--- src/rtl/ptag_pkg.sv ---
package ptag_pkg;

  typedef enum logic [1:0] {
    OP_RAND = 2'b00,
    OP_ADDG = 2'b01,
    OP_CMP  = 2'b10,
    OP_PASS = 2'b11
  } ptag_op_e;

  typedef struct packed {
    logic n;
    logic z;
    logic c;
    logic v;
  } nzcv_t;

  localparam int unsigned GEN_W = 16;

  // Fibonacci shift with taps at 16, 14, 13, 11
  function automatic logic [GEN_W-1:0] gen_step(input logic [GEN_W-1:0] s);
    return {s[GEN_W-2:0], s[15] ^ s[13] ^ s[12] ^ s[10]};
  endfunction

endpackage

--- src/rtl/ptag_state.sv ---
module ptag_state
  import ptag_pkg::*;
#(
  parameter int unsigned TAG_W   = 4,
  parameter logic [GEN_W-1:0] GEN_RST = 16'h0001,
  localparam int unsigned NTAG   = 1 << TAG_W
) (
  input  logic              clk,
  input  logic              rst_n,
  input  logic              seed_wr,
  input  logic [GEN_W-1:0]  seed_data,
  input  logic              excl_wr,
  input  logic [NTAG-1:0]   excl_data,
  input  logic              gen_adv,
  output logic [TAG_W-1:0]  gen_cand,
  output logic [NTAG-1:0]   excl_mask
);

  logic [GEN_W-1:0] gen_q;
  logic [GEN_W-1:0] gen_nxt;

  always_comb begin
    gen_nxt = gen_q;
    if (seed_wr)      gen_nxt = seed_data;
    else if (gen_adv) gen_nxt = gen_step(gen_q);
  end

  always_ff @(posedge clk or negedge rst_n) begin
    if (!rst_n) begin
      gen_q     <= GEN_RST;
      excl_mask <= '0;
    end else begin
      gen_q <= gen_nxt;
      if (excl_wr) excl_mask <= excl_data;
    end
  end

  assign gen_cand = gen_q[TAG_W-1:0];


  seed_load_chk: assert property (@(posedge clk) disable iff (!rst_n)
    seed_wr |=> gen_q == $past(seed_data));


  gen_hold_chk: assert property (@(posedge clk) disable iff (!rst_n)
    (!seed_wr && !gen_adv) |=> $stable(gen_q));


  gen_move_chk: assert property (@(posedge clk) disable iff (!rst_n)
    (!seed_wr && gen_adv && gen_q != '0) |=> gen_q != $past(gen_q));


  excl_load_chk: assert property (@(posedge clk) disable iff (!rst_n)
    excl_wr |=> excl_mask == $past(excl_data));

endmodule

--- src/rtl/ptag_tag_pick.sv ---
module ptag_tag_pick #(
  parameter int unsigned TAG_W = 4,
  localparam int unsigned NTAG = 1 << TAG_W
) (
  input  logic             clk,
  input  logic             rst_n,
  input  logic [TAG_W-1:0] start,
  input  logic [NTAG-1:0]  mask,
  output logic [TAG_W-1:0] tag,
  output logic             all_excl
);

  logic [TAG_W-1:0] cand [NTAG];
  logic [NTAG-1:0]  ok;

  for (genvar i = 0; i < NTAG; i++) begin : g_cand
    assign cand[i] = start + TAG_W'(i);
    assign ok[i]   = !mask[cand[i]];
  end

  assign all_excl = (ok == '0);

  always_comb begin
    tag = '0;
    for (int i = NTAG - 1; i >= 0; i--) begin
      if (ok[i]) tag = cand[i];
    end
  end


  pick_allowed_chk: assert property (@(posedge clk) disable iff (!rst_n)
    !all_excl |-> !mask[tag]);


  pick_all_zero_chk: assert property (@(posedge clk) disable iff (!rst_n)
    (&mask) |-> tag == '0);


  pick_start_chk: assert property (@(posedge clk) disable iff (!rst_n)
    !mask[start] |-> tag == start);

endmodule

--- src/rtl/ptag_addr_unit.sv ---
module ptag_addr_unit
  import ptag_pkg::*;
#(
  parameter int unsigned DATA_W     = 64,
  parameter int unsigned ADDR_W     = 56,
  parameter int unsigned OFF_W      = 6,
  parameter int unsigned GRAN_SHIFT = 4,
  localparam int unsigned EXT_W     = DATA_W - ADDR_W,
  localparam int unsigned PAD_W     = ADDR_W - OFF_W - GRAN_SHIFT
) (
  input  logic              clk,
  input  logic              rst_n,
  input  logic [ADDR_W-1:0] a_addr,
  input  logic [ADDR_W-1:0] b_addr,
  input  logic [OFF_W-1:0]  imm_off,
  output logic [ADDR_W-1:0] sum_addr,
  output nzcv_t             cmp_flags
);

  function automatic logic [ADDR_W-1:0] granule_add(input logic [ADDR_W-1:0] base,
                                                    input logic [OFF_W-1:0]  cnt);
    return base + {{PAD_W{1'b0}}, cnt, {GRAN_SHIFT{1'b0}}};
  endfunction

  function automatic logic [DATA_W-1:0] sext(input logic [ADDR_W-1:0] x);
    return {{EXT_W{x[ADDR_W-1]}}, x};
  endfunction

  function automatic nzcv_t sub_flags(input logic [DATA_W-1:0] x,
                                      input logic [DATA_W-1:0] y);
    logic [DATA_W:0] d;
    nzcv_t f;
    d   = {1'b0, x} + {1'b0, ~y} + {{DATA_W{1'b0}}, 1'b1};
    f.n = d[DATA_W-1];
    f.z = (d[DATA_W-1:0] == '0);
    f.c = d[DATA_W];
    f.v = (x[DATA_W-1] != y[DATA_W-1]) && (d[DATA_W-1] != x[DATA_W-1]);
    return f;
  endfunction

  assign sum_addr  = granule_add(a_addr, imm_off);
  assign cmp_flags = sub_flags(sext(a_addr), sext(b_addr));


  cmp_eq_chk: assert property (@(posedge clk) disable iff (!rst_n)
    (a_addr == b_addr) |-> (cmp_flags.z && cmp_flags.c && !cmp_flags.n));


  addr_gran_chk: assert property (@(posedge clk) disable iff (!rst_n)
    sum_addr[GRAN_SHIFT-1:0] == a_addr[GRAN_SHIFT-1:0]);

endmodule

--- src/rtl/ptag_alu.sv ---
module ptag_alu
  import ptag_pkg::*;
#(
  parameter int unsigned DATA_W     = 64,
  parameter int unsigned ADDR_W     = 56,
  parameter int unsigned TAG_W      = 4,
  parameter int unsigned OFF_W      = 6,
  parameter int unsigned GRAN_SHIFT = 4,
  parameter logic [15:0] GEN_RST    = 16'h0001,
  localparam int unsigned NTAG      = 1 << TAG_W,
  localparam int unsigned TAG_LSB   = ADDR_W,
  localparam int unsigned TAG_MSB   = ADDR_W + TAG_W - 1,
  localparam int unsigned TOP_LSB   = ADDR_W + TAG_W
) (
  input  logic              clk,
  input  logic              rst_n,
  input  logic              op_valid,
  input  logic [1:0]        op_code,
  input  logic [DATA_W-1:0] src_a,
  input  logic [DATA_W-1:0] src_b,
  input  logic [OFF_W-1:0]  imm_off,
  input  logic [TAG_W-1:0]  imm_tag,
  input  logic              seed_wr,
  input  logic [15:0]       seed_data,
  input  logic              excl_wr,
  input  logic [NTAG-1:0]   excl_data,
  output logic [DATA_W-1:0] result,
  output logic [3:0]        flags
);

  ptag_op_e op;
  assign op = ptag_op_e'(op_code);

  // named events for assertions
  logic is_rand, is_addg, is_cmp;
  assign is_rand = op_valid && (op == OP_RAND);
  assign is_addg = op_valid && (op == OP_ADDG);
  assign is_cmp  = op_valid && (op == OP_CMP);

  logic [TAG_W-1:0]  gen_cand;
  logic [NTAG-1:0]   excl_mask;
  logic [TAG_W-1:0]  pick_start;
  logic [TAG_W-1:0]  pick_tag;
  logic              pick_all;
  logic [ADDR_W-1:0] sum_addr;
  nzcv_t             cmp_flags;
  logic              unused_b_hi;

  assign unused_b_hi = ^src_b[DATA_W-1:ADDR_W];

  ptag_state #(.TAG_W(TAG_W), .GEN_RST(GEN_RST)) u_state (
    .clk       (clk),
    .rst_n     (rst_n),
    .seed_wr   (seed_wr),
    .seed_data (seed_data),
    .excl_wr   (excl_wr),
    .excl_data (excl_data),
    .gen_adv   (is_rand),
    .gen_cand  (gen_cand),
    .excl_mask (excl_mask)
  );

  assign pick_start = is_rand ? gen_cand : (src_a[TAG_MSB:TAG_LSB] + imm_tag);

  ptag_tag_pick #(.TAG_W(TAG_W)) u_pick (
    .clk      (clk),
    .rst_n    (rst_n),
    .start    (pick_start),
    .mask     (excl_mask),
    .tag      (pick_tag),
    .all_excl (pick_all)
  );

  ptag_addr_unit #(
    .DATA_W     (DATA_W),
    .ADDR_W     (ADDR_W),
    .OFF_W      (OFF_W),
    .GRAN_SHIFT (GRAN_SHIFT)
  ) u_addr (
    .clk       (clk),
    .rst_n     (rst_n),
    .a_addr    (src_a[ADDR_W-1:0]),
    .b_addr    (src_b[ADDR_W-1:0]),
    .imm_off   (imm_off),
    .sum_addr  (sum_addr),
    .cmp_flags (cmp_flags)
  );

  always_comb begin
    result = '0;
    flags  = '0;
    if (op_valid) begin
      unique case (op)
        OP_RAND: result = {src_a[DATA_W-1:TOP_LSB], pick_tag, src_a[ADDR_W-1:0]};
        OP_ADDG: result = {src_a[DATA_W-1:TOP_LSB], pick_tag, sum_addr};
        OP_CMP:  flags  = cmp_flags;
        OP_PASS: result = src_a;
        default: result = '0;
      endcase
    end
  end


  rand_keep_chk: assert property (@(posedge clk) disable iff (!rst_n)
    is_rand |-> (result[ADDR_W-1:0] == src_a[ADDR_W-1:0] &&
                 result[DATA_W-1:TOP_LSB] == src_a[DATA_W-1:TOP_LSB]));


  tag_excl_chk: assert property (@(posedge clk) disable iff (!rst_n)
    ((is_rand || is_addg) && !pick_all) |-> !excl_mask[result[TAG_MSB:TAG_LSB]]);


  idle_zero_chk: assert property (@(posedge clk) disable iff (!rst_n)
    !op_valid |-> (result == '0 && flags == '0));


  flags_quiet_chk: assert property (@(posedge clk) disable iff (!rst_n)
    !is_cmp |-> flags == '0);


  cmp_result_chk: assert property (@(posedge clk) disable iff (!rst_n)
    is_cmp |-> result == '0);

endmodule

--- config.mk ---
export PLATFORM = sky130hd
export DESIGN_NAME = ptag_alu
export DESIGN_NICKNAME = d
export VERILOG_FILES = /design/src/rtl/ptag_pkg.sv /design/src/rtl/ptag_state.sv /design/src/rtl/ptag_tag_pick.sv /design/src/rtl/ptag_addr_unit.sv /design/src/rtl/ptag_alu.sv
export SDC_FILE = /design/constraint.sdc
export NUM_CORES = 1
export LEC_CHECK = 0
export ABC_AREA = 1
export BUFFER_PORTS_ARGS = -buffer_cell sky130_fd_sc_hd__buf_4
export CAP_MARGIN = 20
export CORE_MARGIN = 1.5
export CORE_UTILIZATION = 35
export CTS_BUF_LIST = sky130_fd_sc_hd__clkbuf_16
export CTS_CLUSTER_DIAMETER = 50
export DETAILED_ROUTE_END_ITERATION = 7
export GPL_ROUTABILITY_DRIVEN = 0
export GPL_TIMING_DRIVEN = 1
export HOLD_SLACK_MARGIN = 0.12
export PLACE_DENSITY = 0.56
export SETUP_SLACK_MARGIN = 0.02
export SYNTH_ARGS = -nofsm -noshare
export SYNTH_HDL_FRONTEND = slang
export SYNTH_HIERARCHICAL = 1
export SYNTH_SLANG_ARGS = --single-unit
--- constraint.sdc ---
create_clock -name clk -period 6.1 [get_ports clk]
set_clock_uncertainty 0.1 [all_clocks]
set_input_delay 0.305 -clock clk [delete_from_list [all_inputs] [get_ports clk]]
set_output_delay 0.305 -clock clk [all_outputs]
set_load 0.01 [all_outputs]
Word-level counts from Yosys, hierarchy flattened
Cells that the tools add are included.
{ "word_totals": {"reg_bits": 32, "inputBits": 177, "output_inout_bits": 68, "wordCells": 106} }
{ "op_classes": {"addsub": 19, "magnitude_cmp": 16, "n_eq_ne": 5, "muxes": 55, "bitwise_logic": 4, "reduce_logical": 5} }
{ "op_table": {"columns": ["operator", "count"], "rows": [
  ["one-hot mux 64 bit (3 select lines)", 1],
  ["less-than comparator 4 x 5 -> 1 bit (second input constant)", 16],
  ["two-way mux 4 bit", 19],
  ["adder 64 x 64 -> 65 bit", 1],
  ["adder 65 x 1 -> 65 bit (second input constant)", 1],
  ["binary-select mux 1 bit (select 4 bit)", 16],
  ["logical NOT 64 bit", 1],
  ["two-way mux 64 bit", 1],
  ["NOT 64 bit", 1],
  ["adder 56 x 10 -> 56 bit", 1],
  ["adder 4 bit (second input constant)", 8],
  ["two-way mux 16 bit", 2],
  ["adder 4 x 3 -> 4 bit (second input constant)", 4],
  ["two-way mux 1 bit", 16],
  ["adder 4 x 2 -> 4 bit (second input constant)", 2],
  ["adder 4 x 1 -> 4 bit (second input constant)", 1],
  ["adder 4 bit", 1],
  ["== test 2 bit (second input constant)", 2],
  ["XOR 1 bit", 3],
  ["== test 2 x 1 -> 1 bit (second input constant)", 1],
  ["logical AND 1 bit", 2],
  ["logical NOT 2 bit", 1],
  ["!= test 1 bit", 2],
  ["nonzero test 2 bit", 1]
]} }

Depth between registers and ports, before layout
Gate-level depths: netlist of the first run.
{ "logic_depth": {"word_depth": 24, "depth_mapped": 34, "mapped_depth_nobuf": 33} }

Hierarchy
Netlist of the first run, hierarchy kept.
{ "by_module_without_submodules": {"columns": ["module", "instances", "cells_per_inst", "area_per_inst_um2", "seq_area_each_um2"], "rows": [
  ["ptag_addr_unit", 1, 1506, 7125.6, 0.0],
  ["ptag_tag_pick", 1, 359, 1740.4, 0.0],
  ["ptag_state", 1, 139, 1405.1, 802.0],
  ["ptag_alu", 1, 258, 1305.0, 0.0]
]} }

Least setup slack after synthesis of the first run
Ideal clock, no wire load.
{ "synth_path": {"kind": "in2out", "startpoint": "input port src_a[56]", "endpoint": "output port result[56]", "t_arrival_ps": 3850, "t_required_ps": 5695, "setup_slack_ps": 1845, "stages": 29, "path_buffers": 2, "path_cell_list": "ha_1 -> inv_1 -> fa_1 -> o21ai_0 -> inv_1 -> buf_2 -> ha_1 -> inv_1 -> buf_2 -> nand3_1 -> nand2_1 -> nor2_1 -> a31oi_1 -> nand2_1 -> nand2_1 -> inv_2 -> nand2_1 -> nand2_1 -> nand2_1 -> nand2_1 -> nand2_1 -> nand2_1 -> nand2_1 -> nand2_1 -> nand2_1 -> nand2_1 -> a21oi_2 -> nand2_1 -> a21oi_1"} }
{ "synth_between": {"elab_chain_len": 23, "elab_cells_between_ends": 67, "classes_between": "add/sub (16); mux (51)"} }
{ "synth_rtl": {"columns": ["element", "line", "source"], "rows": [
  ["start: declaration", "ptag_alu.sv:19", "input logic [DATA_W-1:0] src_a,"],
  ["adder 4 bit (*)", "ptag_alu.sv:63", "assign pick_start = is_rand ? gen_cand : (src_a[TAG_MSB:TAG_LSB] + imm_tag);"],
  ["two-way mux 4 bit (*)", "ptag_alu.sv:63", null],
  ["net pick_start[1]", "ptag_alu.sv:42", "logic [TAG_W-1:0] pick_start;"],
  ["adder 4 bit", "ptag_tag_pick.sv:17", "assign cand[i] = start + TAG_W'(i);"],
  ["binary-select mux 1 bit (select 4 bit)", "ptag_tag_pick.sv:18", "assign ok[i] = !mask[cand[i]];"],
  ["two-way mux 1 bit (not written as such)", "ptag_tag_pick.sv:18", null],
  ["two-way mux 4 bit (15 in a row)", "ptag_tag_pick.sv:26", "if (ok[i]) tag = cand[i];"],
  ["two-way mux 4 bit (*)", "ptag_tag_pick.sv:26", null],
  ["net pick_tag[0]", "ptag_alu.sv:43", "logic [TAG_W-1:0] pick_tag;"],
  ["one-hot mux 64 bit (3 select lines) (*)", "ptag_alu.sv:93", "unique case (op)"],
  ["two-way mux 64 bit (*)", "ptag_alu.sv:92", "if (op_valid) begin"],
  ["end: declaration", "ptag_alu.sv:27", "output logic [DATA_W-1:0] result,"]
]} }
Mark *: on every way through the listed nets, which the timed path passes. The rest lies on a longest branch. The select of a mux whose other input is x is not followed.

Worst setup path after layout of the first run
{ "layout_path": {"startpoint": "input port src_a[56]", "endpoint": "output port result[57]"} }
The elaborated chain is that of the path after synthesis.

==> results of run 1 <==
## layout by cell type, fill, tap and decap left out, types with 2 or more instances in the layout
master / count
a21o_1: 2
a21oi_1: 92
a21oi_2: 3
a22oi_1: 2
a31oi_1: 7
and2_1: 4
buf_4: 243
clkbuf_16: 5
clkinv_2: 3
dfrtp_1: 31
fa_1: 3
ha_1: 72
inv_1: 427
inv_2: 11
mux2_1: 10
mux2_2: 6
nand2_1: 791
nand2_2: 7
nand3_1: 181
nand3_2: 11
nand3b_1: 7
nand4_1: 35
nor2_1: 290
nor2_2: 5
nor2_4: 7
nor3_1: 58
nor3_2: 34
nor3_4: 2
nor4_1: 8
o21a_1: 2
o21ai_0: 15
o21ai_1: 4
o21ai_4: 2
o21bai_1: 8
xnor2_1: 24
xor2_1: 40
## worst min path at each step
| stage | to | slack, ns | cells after the start |
|---|---|---|---|
| after floorplan | u_state/excl_mask[0]$_DFFE_PN0P_ | -0.09 | 0 |
| after global placement | u_state/gen_q[8]$_DFFE_PN0P_ | 0.16 | 1 |
| after detailed placement | u_state/gen_q[8]$_DFFE_PN0P_ | 0.16 | 1 |
| after CTS | u_state/excl_mask[4]$_DFFE_PN0P_ | 0.14 | 2 |
| after global routing | u_state/excl_mask[3]$_DFFE_PN0P_ | 0.15 | 2 |
| final | u_state/excl_mask[4]$_DFFE_PN0P_ | 0.15 | 2 |
## worst register-to-register path: stages, from the launching register on
cell and delay, ns:
dfrtp_1 0.43, inv_1 0.10, nand2_1 0.06, nand2_1 0.07, nand2_1 0.05, nand3_1 0.07
nand2_1 0.06
## flip-flops by register name (all words and copies together), names as in the netlist
name               flops
u_state/gen_q         16
u_state/excl_mask     16
## area by class of cell
type | count | area, um2 | share of cell area [%]
Clock buffer | 5 | 125 | 0.906
Clock inverter | 3 | 38.8 | 0.281
Inverter | 439 | 1650 | 11.9
Multi-Input combinational cell | 1741 | 8810 | 63.8
Sequential cell | 32 | 802 | 5.80
Tap cell | 442 | 553 | 4.00
Timing Repair Buffer | 244 | 1830 | 13.3
## power by group through the flow
stage	Clock (mW)	Combinational [mW]	Sequential, mW
after CTS	0.280	1.65	0.254
after floorplan	0	1.18	0.250
after global placement	0	1.64	0.257
after global routing	0.290	1.88	0.257
after detailed placement	0	1.65	0.258
final	0.274	1.67	0.254
## through the flow
stage | hold WS (ns) | area (um2) | setup slack (ns) | cells
floorplan | -0.0906 | 11500 | 1.85 | 2256
global placement | 0.162 | 13600 | 1.47 | 2897
detailed placement | 0.164 | 13600 | 1.45 | 2897
CTS | 0.144 | 13800 | 1.43 | 2906
global route | 0.152 | 13800 | 0.957 | 2906
finish | 0.148 | 13800 | 1.42 | 2906
## per-layer routing
metal | vias up | routed length [um]
li1 | 7368 | -
met1 | 6304 | 19300
met2 | 408 | 19300
met3 | 49 | 2290
met4 | 0 | 796
met5 | - | 0
==> flow_summary.json, run 1 <==
{
  "start_util_pct": 35.5,
  "fp.coreArea_um2": 32500,
  "cts_tree": "built",
  "clkTransAtPathRegs_ns": 0.05,
  "hp-start": "excl_data[4]",
  "worst_ep_arrival_time_ns": 4.27,
  "ys_warn_count": 6,
  "utilization_pct": 42.5,
  "postRouteAntennaNets": 0,
  "cp.required_ns": 5.69,
  "reg2reg_slack_ns": 5.09,
  "tightest_slew_ns": 0.968,
  "worst_setup_path_start_kind": "input pin",
  "vias": 14129,
  "power_density_nw_per_um2": 159,
  "dp_hpwl_mm": 35.8,
  "pwr-share-seq_pct": 11.6,
  "dieHeight_um": 185,
  "grt-ovfl-total": 0,
  "cts_buffer_depth": 2,
  "clkLatencyLatePin_ns": 0.27,
  "track_usage_pct": 23.8,
  "p_int_mw": 1.02,
  "critPathLaunch": "src_a[56]",
  "crit_slowest_cell": "ha_1",
  "reg2reg_depth": 6,
  "netSwitchingFraction_pct": 53.5,
  "min_path_type": "input pin to register",
  "grt.met1_usage_pct": 32.0,
  "die_x_um": 185,
  "setup_violations": 0,
  "endpoint": "result[57]",
  "relSlewSlack_pct": 35.4,
  "path_common_cell": "nand2_1",
  "cts_resized": 0,
  "max_cap_violations": 0,
  "clkPwrFrac_pct": 12.5,
  "area_delta_synth_final_pct": 19.7,
  "cpLargestDelayFamily": "simple AND/OR/NAND/NOR gates",
  "syn_area_per_cell_um2": 5.12,
  "h-tree-depth": 2,
  "met2_usage_pct": 41.4,
  "layout.nets": 2715,
  "fmax_mhz": 214,
  "rsz0062_at_grt": "false",
  "num_antenna_cells": 0,
  "drt-total-wl_mm": 41.7,
  "power.total_mw": 2.20,
  "p_comb_share_pct": 75.9,
  "crit_buf_inv": 7,
  "grt_pass1_wl_mm": 65.3,
  "hold_viol": 0,
  "routed_via_density": 4.86,
  "cts_sinks": 32,
  "grt_max_degree": 61,
  "ir_worst_vdd_mv": 0.169,
  "cts_buffers": 5,
  "worstPathMaxFanout": 16,
  "slew_viol_final": 0,
  "num_rows": 66,
  "cts-root-buf": "clkbuf_16",
  "antenna_found_initial": 0,
  "reg2reg_to": "u_state/gen_q[0]$_DFFE_PN1P_",
  "fin_crit_sh_pct": 76.7,
  "cp-end-kind": "output port",
  "status": "finished clean",
  "cp.depth": 31,
  "port_buffers": 236,
  "syn-num-nets": 2508,
  "grt_pass1_vias": 13038,
  "slowest_delay_ns": 0.59,
  "power_switching_mw": 1.17,
  "drtPass1Iterations": 5,
  "drcViolationCount": 0,
  "fillerInstances": 3740,
  "p_leak_nw": 8.03,
  "hold_buffers": 1,
  "io_pins": 245,
  "drive_gt1_share_pct": 14.0,
  "r2r_start": "u_state/gen_q[13]$_DFFE_PN0P_",
  "wl_per_cell_um": 14.3,
  "postCtsSetupBuffers": 0,
  "top_usage_layer": "met2",
  "initialDrtViolationCount": 958,
  "netlist_area_um2": 11500,
  "die_area_um2": 34100,
  "met3_usage_pct": 1.23,
  "fin_crit_ns": 4.68,
  "crit_type": "input pin to output port",
  "finalSetupTns_ns": 0,
  "postSynthCellCount": 2256
}
Note: power is estimated with default switching activity, not from simulation.
==> inputs of run 2 (changes only) <==
--- a/config.mk
+++ b/config.mk
@@ -5,7 +5,7 @@
 export SDC_FILE = /design/constraint.sdc
 export NUM_CORES = 1
 export LEC_CHECK = 0
-export ABC_AREA = 1
+export ABC_AREA = 0
 export BUFFER_PORTS_ARGS = -buffer_cell sky130_fd_sc_hd__buf_4
 export CAP_MARGIN = 20
 export CORE_MARGIN = 1.5
@@ -16,7 +16,7 @@
 export GPL_ROUTABILITY_DRIVEN = 0
 export GPL_TIMING_DRIVEN = 1
 export HOLD_SLACK_MARGIN = 0.12
-export PLACE_DENSITY = 0.56
+export PLACE_DENSITY = 0.6
 export SETUP_SLACK_MARGIN = 0.02
 export SYNTH_ARGS = -nofsm -noshare
 export SYNTH_HDL_FRONTEND = slang
==> constraint.sdc (replaced) <==
create_clock -name clk -period 3.85 [get_ports clk]
set_clock_uncertainty 0.1 [all_clocks]
set_input_delay 0.1925 -clock clk [delete_from_list [all_inputs] [get_ports clk]]
set_output_delay 0.1925 -clock clk [all_outputs]
set_load 0.01 [all_outputs]
==> run 2 against run 1 <==
Against the previous run:
- count of clock-buffer cells in the layout is the same
- die area fell by 15%
- via count down 18%
- register-to-register slack got worse by 2.3 ns
- the run now ends with negative setup slack left
- first-iteration DRC count shrank 34%
- highest routed layer unchanged
- worst setup slack got worse by 1.7 ns
- total power rose by 100%
- critical path type unchanged
- synthesized area is 16% lower
==> flow_summary.json, run 2 <==
{
  "ir_worst_vdd_mv": 0.238,
  "drcViolationCount": 0,
  "die_x_um": 170,
  "grt_pass1_vias": 11475,
  "postRouteAntennaNets": 0,
  "design_area_um2": 14300,
  "io_pins": 245,
  "cts_buffers": 5,
  "slew_viol_final": 0,
  "initialDrtViolationCount": 633,
  "holdPathEnd": "u_state/gen_q[7]$_DFFE_PN0P_",
  "dpl_cell_area_um2": 13300,
  "r2r_start": "u_state/gen_q[0]$_DFFE_PN1P_",
  "failed_checks": "negative setup slack",
  "cp-end-kind": "output port",
  "clkLatencyLatePin_ns": 0.27,
  "antenna_found_initial": 0,
  "rsz0062_at_grt": "true",
  "met2_usage_pct": 42.5,
  "start_util_pct": 35.9,
  "most-common-layout-cells": "buf_4 (472), nand2_1 (246), a21oi_1 (126)",
  "p_leak_nw": 6.73,
  "hold_viol": 0,
  "status": "finished, violations left",
  "finalSetupTns_ns": -1.17,
  "routed_via_density": 5.32,
  "worst_setup_path_start_kind": "input pin",
  "cp.required_ns": 3.56,
  "relSlewSlack_pct": 56.5,
  "pre_cts_slack_ns": -0.465,
  "utilization_pct": 52.5,
  "grt_pass1_wl_mm": 57.6,
  "top_usage_layer": "met2",
  "syn_area_per_cell_um2": 7.19,
  "port_buffers": 236,
  "dieHeight_um": 170,
  "hold_depth": 3,
  "fin_crit_ns": 4.17,
  "crit_type": "input pin to output port",
  "area_delta_synth_final_pct": 46.4,
  "biggestRegsByFlops": "u_state/excl_mask: 16 flops, u_state/gen_q: 16 flops",
  "final_common_cell": "buf_4",
  "reg2reg_depth": 3,
  "postSynthCellCount": 1356,
  "netlist_area_um2": 9750,
  "reg2reg_to": "u_state/gen_q[0]$_DFFE_PN1P_",
  "wl_per_cell_um": 16.5,
  "num_rows": 60,
  "tightest_slew_ns": 0.650,
  "worst_ep_arrival_time_ns": 3.88,
  "fp.coreArea_um2": 27200,
  "cts_sinks": 32,
  "cts_buffer_depth": 2,
  "met3_usage_pct": 2.70,
  "fmax_mhz": 240,
  "cts_tree": "built",
  "syn-num-nets": 1608,
  "min_path_type": "input pin to register",
  "grt-ovfl-total": 0,
  "track_usage_pct": 24.4,
  "die_area_um2": 28900,
  "reg2reg_slack_ns": 2.82,
  "worstPathMaxFanout": 5,
  "grt.met1_usage_pct": 32.3,
  "layout.nets": 2055,
  "h-tree-depth": 2,
  "drive_gt1_share_pct": 35.6,
  "max_cap_violations": 0,
  "power_density_nw_per_um2": 307,
  "num_antenna_cells": 0,
  "vias": 11572,
  "drt-total-wl_mm": 36.0,
  "setup_violations": 5,
  "clkTransAtPathRegs_ns": 0.05,
  "drtPass1Iterations": 5,
  "hp-start": "seed_wr",
  "power.total_mw": 4.39,
  "grt_max_degree": 34,
  "worst_slack_ns": -0.324,
  "cts-root-buf": "clkbuf_16",
  "dp_hpwl_mm": 29.3,
  "ys_warn_count": 6,
  "fin_crit_sh_pct": 108
}
run 2: per-stage QoR:
step	cells	hold WS (ns)
after floorplan	1356	-0.203
after detailed placement	2113	0.0578
after global routing	2176	0.229
after global placement	2113	0.0515
final	2176	0.208
after CTS	2173	0.199
run 2: how the worst max path moves through the flow:
stage	startpoint	end	slack, ns
2_1_floorplan	op_code[0]	result[57]	-0.26
3_3_place_gp	src_a[0]	flags[2]	-0.42
3_5_place_dp	src_a[0]	flags[2]	-0.46
4_1_cts	src_a[56]	result[57]	-0.28
5_1_grt	imm_tag[0]	result[58]	-0.48
6_report	imm_tag[0]	result[56]	-0.32
run 2: report_power, final:
group	internal, mW	total, mW	switching (mW)
Clock	0.232	0.372	0.140
Combinational	1.79	3.60	1.81
Sequential	0.372	0.415	0.0434
run 2: layout make-up:
cell class / instances / area [um2]
sequential: 32 / 802
multi-input combinational: 1151 / 8460
clock buffer: 5 / 125
timing repair buffer: 517 / 4030
inverter: 96 / 388
fill: 2630 / 12900
clock inverter: 3 / 11.3
tap: 372 / 465
run 2: routing by layer:
layer / wire length (um) / up-vias
li1: - / 5766
met3: 1720 / 51
met2: 17400 / 343
met5: 0 / -
met4: 574 / 0
met1: 16300 / 5412
run 2: worst max-delay path, stage by stage:
cell and delay [ns]:
buf_6 0.08, ha_4 0.13, inv_2 0.03, fa_1 0.51, o21ai_2 0.07, buf_12 0.14, buf_4 0.14, buf_4 0.14
ha_1 0.21, a21oi_1 0.20, buf_4 0.15, xnor2_1 0.15, mux4_2 0.35, and2_1 0.17, o211ai_1 0.11, a211oi_2 0.30
o21ai_1 0.13, a211oi_2 0.31, nand2b_1 0.11, a21oi_2 0.12, buf_4 0.13
run 2: repair_timing:
item,in CTS,in global routing
hold endpoints to repair,64,0
cloned,0,0
resized for setup,52,30
buffers inserted,19,4
hold buffers,33,0
endpoints found under the setup margin,9,18
pin swaps,40,34
==> inputs of run 3 (changes only) <==
--- a/config.mk
+++ b/config.mk
@@ -16,7 +16,7 @@
 export GPL_ROUTABILITY_DRIVEN = 0
 export GPL_TIMING_DRIVEN = 1
 export HOLD_SLACK_MARGIN = 0.12
-export PLACE_DENSITY = 0.6
+export PLACE_DENSITY = 0.57
 export SETUP_SLACK_MARGIN = 0.02
 export SYNTH_ARGS = -nofsm -noshare
 export SYNTH_HDL_FRONTEND = slang
==> constraint.sdc (replaced) <==
create_clock -name clk -period 4.7 [get_ports clk]
set_clock_uncertainty 0.1 [all_clocks]
set_input_delay 0.235 -clock clk [delete_from_list [all_inputs] [get_ports clk]]
set_output_delay 0.235 -clock clk [all_outputs]
set_load 0.01 [all_outputs]
==> run 3 against run 2 <==
Against the previous run:
- the run now ends clean
- largest cell class unchanged
- global-route usage decreased by 2.6 points
- routed wire length decreased by 10%
- non-clock buffer count decreased by 217
- count of clock-buffer cells in the layout unchanged
- die area unchanged
- worst hold slack improved by 0.054 ns
==> flow_summary.json, run 3 (synthesized netlist as in run 2, its figures left out) <==
{
  "grt_max_degree": 57,
  "num_rows": 60,
  "relSlewSlack_pct": 41.9,
  "grt.met1_usage_pct": 31.4,
  "met2_usage_pct": 34.3,
  "worst_ep_arrival_time_ns": 4.14,
  "worst_slack_ns": 0.227,
  "cp-end-kind": "output port",
  "power_density_nw_per_um2": 243,
  "track_usage_pct": 21.7,
  "drcViolationCount": 0,
  "worst_setup_path_start_kind": "input pin",
  "setup_violations": 0,
  "fin_crit_sh_pct": 95.2,
  "die_area_um2": 28900,
  "netSwitchingFraction_pct": 47.6,
  "p_int_mw": 1.57,
  "wl_per_cell_um": 16.5,
  "max_cap_violations": 0,
  "cp.required_ns": 4.37,
  "pre_cts_slack_ns": 0.0782,
  "reg2reg_slack_ns": 3.69,
  "fp.coreArea_um2": 27200,
  "ff_latch_area_um2": 802,
  "start_util_pct": 35.9,
  "port_buffers": 236,
  "worstPathMaxFanout": 21,
  "p_comb_share_pct": 76.7,
  "clkLatencyLatePin_ns": 0.27,
  "hold_viol": 0,
  "pwr-share-seq_pct": 11.2,
  "initialDrtViolationCount": 555,
  "drive_gt1_share_pct": 23.8,
  "reg2reg_depth": 3,
  "fin_crit_ns": 4.47,
  "die_x_um": 170,
  "drtPass1Iterations": 5,
  "top_usage_layer": "met2",
  "dieHeight_um": 170,
  "reg2reg_to": "u_state/gen_q[0]$_DFFE_PN1P_",
  "r2r_start": "u_state/gen_q[13]$_DFFE_PN0P_",
  "grt_pass1_vias": 10038,
  "cts_buffer_depth": 2,
  "hp-start": "seed_wr",
  "cts-root-buf": "clkbuf_16",
  "ir_worst_vdd_mv": 0.291,
  "holdPathEnd": "u_state/gen_q[13]$_DFFE_PN0P_",
  "min_path_type": "input pin to register",
  "num_antenna_cells": 0,
  "cts_buffers": 5,
  "final_common_cell": "buf_4",
  "cts_tree": "built",
  "power_switching_mw": 1.42,
  "biggestRegsByFlops": "u_state/excl_mask: 16 flops, u_state/gen_q: 16 flops",
  "p_leak_nw": 5.64,
  "finalSetupTns_ns": 0,
  "critPathLaunch": "src_a[56]",
  "met3_usage_pct": 2.56,
  "fmax_mhz": 224,
  "dp_hpwl_mm": 26.3,
  "layout.nets": 1838,
  "status": "finished clean",
  "tightest_slew_ns": 0.861,
  "hold_depth": 3,
  "grt_pass1_wl_mm": 51.6,
  "clkPwrFrac_pct": 12.1,
  "area_delta_synth_final_pct": 26.2,
  "routed_via_density": 5.43,
  "io_pins": 245,
  "grt-ovfl-total": 0,
  "h-tree-depth": 2,
  "vias": 10641,
  "drt-total-wl_mm": 32.3,
  "multi_input_area_um2": 8150,
  "crit_type": "input pin to output port",
  "antenna_found_initial": 0,
  "slew_viol_final": 0,
  "fillerInstances": 2809,
  "most-common-layout-cells": "buf_4 (264), nand2_1 (246), a21oi_1 (132)",
  "cts_sinks": 32,
  "postRouteAntennaNets": 0,
  "clkTransAtPathRegs_ns": 0.05
}
## run 3: cell types whose count changed in the layout (fill, tap and decap cells not counted), moves of 5 or more
cell and change:
ha_1 +5, buf_4 -208, a21oi_1 +6, o21ai_0 +6, buf_6 -8
## run 3: layer usage
metal | vias to the layer above | part of all wire, %
li1 | 5331 | -
met1 | 4925 | 48
met4 | 0 | 1.7
met3 | 29 | 6.5
met2 | 356 | 44
met5 | - | 0
## run 3: through the flow
| step | cells | area [um2] | total power [mW] | hold slack [ns] | util [%] |
|---|---|---|---|---|---|
| 2_1_floorplan | 1356 | 9760 | 1.89 | -0.161 | - |
| 3_3_place_gp | 1917 | 11700 | 2.53 | 0.0990 | 43.1 |
| 3_5_place_dp | 1917 | 11700 | 2.55 | 0.100 | 43.1 |
| 4_1_cts | 1958 | 12200 | 2.95 | 0.254 | 44.9 |
| 5_1_grt | 1959 | 12300 | 3.23 | 0.285 | 45.3 |
| 6_report | 1959 | 12300 | 2.99 | 0.263 | 45.3 |
## run 3: area by class of cell
class	instances	area share, %
timing repair buffer	300	19.2
clock inverter	3	0.315
inverter	96	2.93
clock buffer	5	1.02
tap	372	3.78
sequential	32	6.52
multi-input combinational	1151	66.2
## run 3: worst max-delay path by stage
stage / to / slack [ns] / cells past startpoint
after floorplan: result[57] / 0.07 / 19
after global placement: result[58] / 0.19 / 17
after detailed placement: result[58] / 0.08 / 17
after CTS: result[58] / 0.07 / 17
after global routing: flags[2] / -0.002 / 17
final: result[58] / 0.23 / 19
## run 3: worst max-delay path: stages
cell	delay, ns
buf_4	0.13
ha_1	0.21
inv_1	0.07
fa_1	0.42
o21ai_2	0.18
buf_6	0.25
ha_1	0.37
nand2_1	0.11
xnor2_1	0.24
buf_4	0.21
mux2_2	0.38
o21ai_0	0.12
a32oi_1	0.13
nor4_1	0.39
nor3_1	0.11
o21ai_1	0.17
nand2b_1	0.07
a21oi_1	0.21
buf_4	0.17
## run 3: power groups by stage
stage | registers (mW) | clock network, mW | logic [mW]
final | 0.337 | 0.361 | 2.30
after global routing | 0.342 | 0.384 | 2.50
after CTS | 0.336 | 0.368 | 2.24
after detailed placement | 0.340 | 0 | 2.21
after global placement | 0.339 | 0 | 2.19
after floorplan | 0.328 | 0 | 1.57
## run 3: repair_timing
action                     4_1_cts  5_1_grt
setup buffers                    0        0
hold endpoints to repair        63        0
resized for setup                0       15
setup endpoints to repair        0        5
hold buffers                    33        0
